**config.mk**
```make
export PLATFORM = sky130hd
export DESIGN_NAME = prio_irq_ctrl
export DESIGN_NICKNAME = d
export VERILOG_FILES = /design/src/rtl/prio_irq_ctrl.sv
export SDC_FILE = /design/constraint.sdc
export NUM_CORES = 1
export LEC_CHECK = 0
export ABC_AREA = 1
export BUFFER_PORTS_ARGS = -buffer_cell sky130_fd_sc_hd__buf_2
export CAP_MARGIN = 20
export CORE_ASPECT_RATIO = 1.5
export CORE_MARGIN = 2
export CORE_UTILIZATION = 58
export DETAILED_ROUTE_END_ITERATION = 7
export GPL_ROUTABILITY_DRIVEN = 0
export GPL_TIMING_DRIVEN = 0
export HOLD_SLACK_MARGIN = 0.1
export PLACE_DENSITY = 0.86
export SETUP_SLACK_MARGIN = 0.15
export SYNTH_ARGS = -nofsm -noshare
export SYNTH_HDL_FRONTEND = slang
export SYNTH_SLANG_ARGS = --single-unit
```
**constraint.sdc**
```tcl
create_clock -name clk -period 6.3 [get_ports clk]
set_input_delay 1.26 -clock clk [delete_from_list [all_inputs] [get_ports clk]]
set_output_delay 1.26 -clock clk [all_outputs]
set_load 0.02 [all_outputs]
```
**src/rtl/prio_irq_ctrl.sv**
```systemverilog
module prio_irq_ctrl #(
  parameter int          NUM_SRC  = 48,
  parameter logic [7:0]  VEC_BASE = 8'h10
) (
  input  logic               clk,
  input  logic               rst_n,
  input  logic               bus_sel,
  input  logic               bus_wr,
  input  logic [3:0]         bus_addr,
  input  logic [15:0]        bus_wdata,
  output logic [15:0]        bus_rdata,
  input  logic [NUM_SRC-1:0] irq_req,
  input  logic               gie,
  output logic               cpu_irq
);
  localparam int NWORD  = NUM_SRC / 16;
  localparam int IDX_W  = $clog2(NUM_SRC);
  localparam int ST_OFF = 2;
  localparam int EN_OFF = 10;

  logic [NUM_SRC-1:0] en_q;
  logic [NUM_SRC-1:0] act;
  logic [IDX_W-1:0]   win_idx;
  logic [7:0]         vec;
  logic [15:0]        rd_mux;

  assign act     = irq_req & en_q;
  assign cpu_irq = gie && (|act);

  always_comb begin
    win_idx = '0;
    for (int i = 0; i < NUM_SRC; i++)
      if (act[i]) win_idx = IDX_W'(i);
  end

  assign vec = VEC_BASE + 8'(win_idx);

  always_ff @(posedge clk) begin
    if (!rst_n) en_q <= '0;
    else if (bus_sel && bus_wr)
      for (int w = 0; w < NWORD; w++)
        if (int'(bus_addr) == EN_OFF + 2*w) en_q[w*16 +: 16] <= bus_wdata;
  end

  always_comb begin
    rd_mux = '0;
    if (bus_addr == 4'h0) rd_mux = {8'h00, vec};
    for (int w = 0; w < NWORD; w++) begin
      if (int'(bus_addr) == ST_OFF + 2*w) rd_mux = irq_req[w*16 +: 16];
      if (int'(bus_addr) == EN_OFF + 2*w) rd_mux = en_q[w*16 +: 16];
    end
  end

  always_ff @(posedge clk) begin
    if (!rst_n) bus_rdata <= '0;
    else if (bus_sel && !bus_wr) bus_rdata <= rd_mux;
  end
endmodule

```
==> metrics.md, run 1 <==
| Metric | Value |
|---|---|
| Largest net degree at the start of global routing | 12 |
| Synthesized area | 3710 um^2 |
| DRT iter0 DRCs | about 400 |
| CTS tree | done |
| CTS clk-pin slew, worst paths | about 0.070 ns |
| Tmin final | 4.31 ns |
| Synth Area in Simple Gates | 0.348 |
| Share of layout cells above drive strength 1 | 0.201 |
| Non-Filler Instances | roughly 780 |
| Class of the tightest hold or removal check | flip-flop to flip-flop |
| Category of the worst setup path launch point | primary input |
| # fillers | 545 |
| Clock Path Buffers | 2 |
| Clock sink count | 64 |
| Max_cap viols | 0 |
| Peak supply drop | 0.000223 V |
| Core area | between 6000 and 7000 um^2 |
| Die height | 102 um |
| Leading area contributor after synthesis | dfxtp_1 |
| Drt wl/cell | 15.9 um |
| Rel. slew slack | 0.644 |
| Synth warn | 0 |
| Area Growth Syn to Fin | 20.5% |
| Critical path class | primary input to flip-flop |
| Power per cell area | 211 nW/um^2 |
| Measured slew at the worst slew-check pin | about 0.53 ns |
| Status | finished, final reports clean |
| Average instance area after synthesis | 6.21 um^2 |
| Worst Clk Skew | 0.00783 ns |
| R2R cell count | 54 |
| Static Leak | between 2 and 2.5 nW |
| GRT Residual Overflow | 0 |
| Post-DP HPWL | ~9.8 mm |
| Pre-antenna DRT Iters | 8 |
| Most common cell after layout, fill and taps aside | nand2_1 |
| Initial core utilization | 0.601 |
| Worst EP required | approximately 6.6 ns |
| DR vias | about 4,500 |
| Seq/Total Area, Yosys | 0.345 |
| DR DRC count | 0 |
| Critical Path Slowest Stage Cell | buf_2 |
| Dpl cells | 760 |
| Syn Nets | roughly 670 |
| Hold path depth | 2 |
| Largest stage delay, worst path | 0.11 ns |
| Top cell type's share of synthesized area | 0.345 |
| Fin. Hold Viols | 0 |
| Compound-Gate Fraction of Synth Area | 0.218 |
| Initial antenna violation count | 0 |
| First-pass GRT wire length | roughly 20 mm |
| Detail Route Antenna Nets | 0 |
| N_diodes | 0 |
| Leading cell types in the layout, fill and taps excluded | nand2_1 (209), buf_2 (90), a21oi_1 (77), dfxtp_1 (64), nor2_1 (46) |
| Post-Synth Adder-Cell Area | 0.00337 |
| Post-synth EDFFs | 0 |
| Nets | about 770 |
| Crit. End Element | flip-flop |
| Row count | 35 |
| Gr usage total | 0.351 |
| Post-Route WL | 12.4 mm |
| Hold-fix buffers, CTS | 0 |
| Yosys cell types | 33 |
| Slew Viols, Final | 0 |
| Ys async rst share | 0 |
| Total CTS buffers | 9 |
| Vias in the first global route | between 4,000 and 5,000 |
| Synth area leaders | dfxtp_1 (35%), nand2_1 (21%), a21oi_1 (10%), o21ai_1 (5.0%), nor2_1 (4.7%) |
| Post-Synth XOR/XNOR Area | 0 |
| Die width | roughly 70 um |
| Area of the multi-input gates | 2110 um^2 |
| Via density | approximately 5.8 |
| Die area | between 7000 and 8000 um^2 |
| Port Buffer Count | just under 90 |
| Io pins | 90 |
| CP max FO | 2 |
| Critical Path Most Common Cell | nand2_1 |
| Worst-Skew Late Latency | between 0.3 and 0.4 ns |
| Final setup fails | 0 |
| Largest family of logic cells by synthesized area | simple AND/OR/NAND/NOR gates |
| Fin Setup TNS | 0 ns |
| Period utilization | 0.683 |
| Root Driver | clkbuf_8 |
| Critical path data arrival time | 4.55 ns |
| Post CTS Setup Buffer Count | 0 |
| RSZ-0062 raised after global routing | no |
| Cts repair resizes | 0 |
| FF/Latch Area | about 1300 um^2 |
| Mapped Cells | slightly below 600 |
| Fmax achieved | about 230 MHz |
| Main synth FF type | dfxtp_1 |
| Post-synthesis mux area share | 0 |
| # H-tree levels | 3 |
| Seq cells post-synth | between 60 and 70 |
layout make-up:
type | count | share of cell area
multi-input combinational | 459 | 0.473
sequential | 64 | 0.287
timing repair buffer | 89 | 0.0997
inverter | 49 | 0.0414
clock buffer | 11 | 0.0316
buffer | 25 | 0.0294
tap | 74 | 0.0207
clock inverter | 5 | 0.0179
sequential cells by signal, indices dropped and copies added, names as in the netlist:
signal,count
bus_rdata,16
en_q,48
per-layer routing:
metal  vias up  share of wire  GRT usage
met1      1982           0.37      0.380
met5         -              0          0
met3        71          0.088     0.0828
met2       268           0.48      0.612
li1       2160              -          -
met4         0          0.064      0.235
stage by stage:
step	total power, W	cell area (um^2)	setup WS, ns	hold WS [ns]	util
after detailed placement	0.000543	4250	1.81	0.457	0.688
after CTS	0.000936	4470	2.14	0.469	0.724
after global routing	0.000963	4470	1.61	0.483	0.724
after floorplan	0.000485	3710	2.61	0.437	-
final	0.000942	4470	1.99	0.468	0.724
after global placement	0.000541	4250	1.83	0.445	0.688
report_power, final:
group	total (W)	leakage [nW]	internal, W	switching, W
Sequential	0.000413	0.517	0.000410	0.00000333
Combinational	0.000126	1.46	0.0000437	0.0000821
Clock	0.000403	0.106	0.000233	0.000170
final timing paths:
kind / endpoint / slack, ns / startpoint
worst max register to register: bus_rdata[0]$_SDFFE_PN0P_ / 2.63 / en_q[1]$_SDFFE_PN0P_
worst min register to register: bus_rdata[13]$_SDFFE_PN0P_ / 0.47 / bus_rdata[13]$_SDFFE_PN0P_
worst max-delay path: bus_rdata[0]$_SDFFE_PN0P_ / 1.99 / irq_req[1]
worst min-delay path: bus_rdata[13]$_SDFFE_PN0P_ / 0.47 / bus_rdata[13]$_SDFFE_PN0P_
logic make-up (layout without fill, tap and decap cells):
| family | count (synthesis) | after routing |
|---|---|---|
| buf+inv | 74 | 179 |
| compound gates | 148 | 148 |
| flops | 64 | 64 |
| fa+ha+maj | 1 | 1 |
| simple gates | 310 | 310 |
cells in the mapped netlist, types with 6 or more instances:
master	instances
nand2_1	209
a21oi_1	77
dfxtp_1	64
nor2_1	46
inv_1	39
o21ai_1	37
nand3_1	26
clkbuf_1	18
nand2_2	15
o21ai_0	14
inv_2	8
nand4_1	6
o221ai_1	6
critical path, delay by kind of cell:
family	cells	cell delay, ns
AOI/OAI and AO/OA	1	0.05
buffers and inverters	2	0.15
and+or+nand+nor	52	3.05
Power figures use the tool's default switching activity.
==> run 2, diff against run 1 <==
Settings changed: ABC_AREA 1 to 0, CORE_UTILIZATION 58 to 50, PLACE_DENSITY 0.86 to 0.77.
Clock period 6.3 ns to 3.8 ns, I/O delays scaled along.
==> metrics.md, run 2 <==
| Metric | Value |
|---|---|
| Status | finished, final reports clean |
| Worst Setup SP | irq_req[29] |
| CP endpoint | cpu_irq |
| Seq cells post-synth | 64 (unchanged) |
| Post-synth EDFFs | 0 (unchanged) |
| DRT iter0 DRCs | 627 (+58%) |
| N_diodes | 0 (unchanged) |
| Clock sink count | 64 (unchanged) |
| Detail Route Antenna Nets | 0 (unchanged) |
| Die height | 115 um (+13%) |
| Seq/Total Area, Yosys | 0.310 (-0.0349) |
| Fmax achieved | between 300 and 400 MHz |
| Average instance area after synthesis | 7.40 um^2 (+19%) |
| Fin Setup TNS | 0 ns (unchanged) |
| Port Buffer Count | 87 (-2.2%) |
| Synthesized area | 4130 um^2 (+11%) |
| DR vias | 4,865 (+8.6%) |
| WL met2 | 6.96 mm (+17%) |
| Total CTS buffers | 9 (unchanged) |
| Post-Synth Adder-Cell Area | 0.00303 (-0.000341) |
| Synth cell count leaders | nand2_1 (154), dfxtp_1 (64), a21boi_0 (51) |
| Post-Synth XOR/XNOR Area | 0 (unchanged) |
| Static Leak | 1.92 nW (-7.4%) |
| Synth Area in Simple Gates | 0.237 (-0.112) |
| Most frequent cell after synthesis | nand2_1 |
| Critical path class | primary input to primary output |
| Via density | 6.35 (+10%) |
| R2R Path Start | en_q[30]$_SDFFE_PN0P_ |
| Worst slack at placement | 0.925 ns (-0.884 ns) |
| Pre-antenna DRT Iters | 7 (-1) |
| Io pins | 90 (unchanged) |
| Critical Path Most Common Cell | buf_2 |
| Die area | 9010 um^2 (+28%) |
| First-pass GRT wire length | 22.5 mm (+16%) |
| Synth area leaders | dfxtp_1 (31%), nand2_1 (14%), a21boi_0 (9.3%), o21ai_0 (5.7%), a21oi_1 (3.3%) |
| Yosys cell types | 51 (+55%) |
| Nets | 730 (-5.3%) |
| Measured slew at the worst slew-check pin | 0.735 ns (+0.202 ns) |
| Critical Path Slowest Stage Cell | a22oi_1 |
| Core area | 8010 um^2 (+30%) |
| Peak supply drop | 0.000249 V (+11%) |
| Top delay family on crit path | compound AO/OA/AOI/OAI gates |
| Worst setup margin | 0.792 ns (-1.20 ns) |
| Post CTS Setup Buffer Count | 0 (unchanged) |
| Fin. Hold Viols | 0 (unchanged) |
| Area Growth Syn to Fin | 21.8% |
| Slew Viols, Final | 0 (unchanged) |
| Post-synthesis mux area share | 0.0594 (+0.0594) |
| GRT Residual Overflow | 0 (unchanged) |
| Syn Nets | 632 (-5.8%) |
| Die width | 78.2 um (+13%) |
| Rel. slew slack | 0.506 (-0.137) |
| Ys async rst share | 0 (unchanged) |
| Vias in the first global route | 4,493 (+5.5%) |
| Leading cell types in the layout, fill and taps excluded | nand2_1 (154), buf_2 (96), dfxtp_1 (64), a21boi_0 (51), o21ai_0 (47) |
| R2R cell count | 7 (-87%) |
| Setup slack, reg-to-reg | 1.49 ns (-1.14 ns) |
| Buf/Inv on CP | 2 (unchanged) |
| Cell area after layout | 5020 um^2 (+12%) |
| Tmin final | approximately 3.0 ns |
| Largest family of logic cells by synthesized area | compound AO/OA/AOI/OAI gates |
| Root Driver | clkbuf_16 |
| Crit. End Element | primary output |
| DR WL met3 | 1.44 mm (+33%) |
| Placed instance area | 4690 um^2 (+10%) |
| Mapped Cells | 558 (-6.5%) |
| Final setup fails | 0 (unchanged) |
| # H-tree levels | 3 (unchanged) |
| Critical path cell sequence | buf_2 -> a22oi_1 -> nand4_1 -> nor2_1 -> nand2_1 -> o21a_1 -> buf_2 |
| Clock Path Buffers | 2 (unchanged) |
| Worst path depth | 7 (-87%) |
| Compound-Gate Fraction of Synth Area | 0.349 (+0.132) |
| Worst-Skew Late Latency | 0.34 ns (about the same) |
| Largest regs | en_q x48, bus_rdata x16 |
| Hold-fix buffers, CTS | 0 (unchanged) |
| Worst EP required | 3.04 ns (-3.51 ns) |
| Drt wl/cell | 19.2 um (+20%) |
| Most common cell after layout, fill and taps aside | nand2_1 |
| Category of the worst setup path launch point | primary input |
| Initial core utilization | 0.515 (-0.0855) |
| Max FFs per register | 48 (unchanged) |
| CTS tree | done |
| Main synth FF type | dfxtp_1 |
| M1 wire length | 5.53 mm (+21%) |
| Period utilization | 0.792 |
| Synth warn | 0 (unchanged) |
| Leading area contributor after synthesis | dfxtp_1 |
| Power per cell area | 367 nW/um^2 (+74%) |
| Top cell type's share of synthesized area | 0.310 (-0.0349) |
| Critical path data arrival time | 2.25 ns (-2.30 ns) |
| CP max FO | 4 (+2) |
| Initial antenna violation count | 0 (unchanged) |
| CTS clk-pin slew, worst paths | 0.05 ns (-0.02 ns) |
| Cts repair resizes | 0 (unchanged) |
| Post-Route WL | 14.7 mm (+19%) |
| Worst Clk Skew | 0.00819 ns (+0.000364 ns) |
| Reg-to-Reg End | bus_rdata[5]$_SDFFE_PN0P_ |
| DR DRC count | 0 (unchanged) |
| Max_cap viols | 0 (unchanged) |
| Largest Register | en_q |
| Largest net degree at the start of global routing | 12 (unchanged) |
| Gr usage total | 0.328 (-0.0231) |
| Uppermost routed layer | met4 |
| Row count | 40 (+14%) |
| Post-DP HPWL | 11.4 mm (+17%) |
| RSZ-0062 raised after global routing | no |
| Class of the tightest hold or removal check | flip-flop to flip-flop |
| Share of layout cells above drive strength 1 | 0.195 (-0.00570) |
| Largest stage delay, worst path | 0.44 ns (+0.33 ns) |
[run 2: cell families after synthesis]
family,count (synthesis)
flip-flops,64
AO/OA/AOI/OAI,209
adder cells (fa/ha/maj),1
AND/OR/NAND/NOR,222
multiplexers,22
buffers and inverters,40
[run 2: layout make-up]
class	count	area (um^2)
tap	105	131
clock buffer	11	253
sequential	64	1280
clock inverter	5	78.8
inverter	5	18.8
multi-input combinational	454	2680
fill	771	2980
buffer	35	150
timing repair buffer	87	435
[run 2: how the worst min path moves through the flow]
| stage | slack, ns | cells after the start | startpoint | to |
|---|---|---|---|---|
| floorplan | 0.45 | 2 | en_q[47]$_SDFFE_PN0P_ | en_q[47]$_SDFFE_PN0P_ |
| global placement | 0.46 | 2 | bus_rdata[12]$_SDFFE_PN0P_ | bus_rdata[12]$_SDFFE_PN0P_ |
| global route | 0.51 | 2 | bus_rdata[13]$_SDFFE_PN0P_ | bus_rdata[13]$_SDFFE_PN0P_ |
| detailed placement | 0.46 | 2 | bus_rdata[12]$_SDFFE_PN0P_ | bus_rdata[12]$_SDFFE_PN0P_ |
| finish | 0.46 | 2 | bus_rdata[12]$_SDFFE_PN0P_ | bus_rdata[12]$_SDFFE_PN0P_ |
| CTS | 0.47 | 2 | bus_rdata[12]$_SDFFE_PN0P_ | bus_rdata[12]$_SDFFE_PN0P_ |
[run 2: layer usage]
layer | track usage | vias up
met3 | 0.0479 | 78
met2 | 0.567 | 351
li1 | - | 2232
met4 | 0.172 | 0
met5 | 0 | -
met1 | 0.393 | 2204
[run 2: per-stage QoR]
step,util,cells,total power [W],hold slack [ns]
3_5_place_dp,0.586,750,0.000938,0.458
6_report,0.628,766,0.00184,0.461
5_1_grt,0.628,766,0.00189,0.511
2_1_floorplan,-,558,0.000826,0.448
4_1_cts,0.628,766,0.00184,0.465
3_3_place_gp,0.586,750,0.000934,0.458
[run 2: where the power goes]
part | switching, W | leakage [nW] | total, W | internal (W)
Clock | 0.000300 | 0.165 | 0.000908 | 0.000608
Combinational | 0.000154 | 1.24 | 0.000247 | 0.0000932
Sequential | 0.00000708 | 0.517 | 0.000689 | 0.000681
Total | 0.000461 | 1.92 | 0.00184 | 0.00138
[run 2: worst register-to-register path, delay by kind of cell (launching register included)]
kind / cells / cell delay, ns
adders and majority gates: 1 / 0.29
and+or+nand+nor: 4 / 0.66
DFF: 1 / 0.37
AOI/OAI and AO/OA: 2 / 0.85
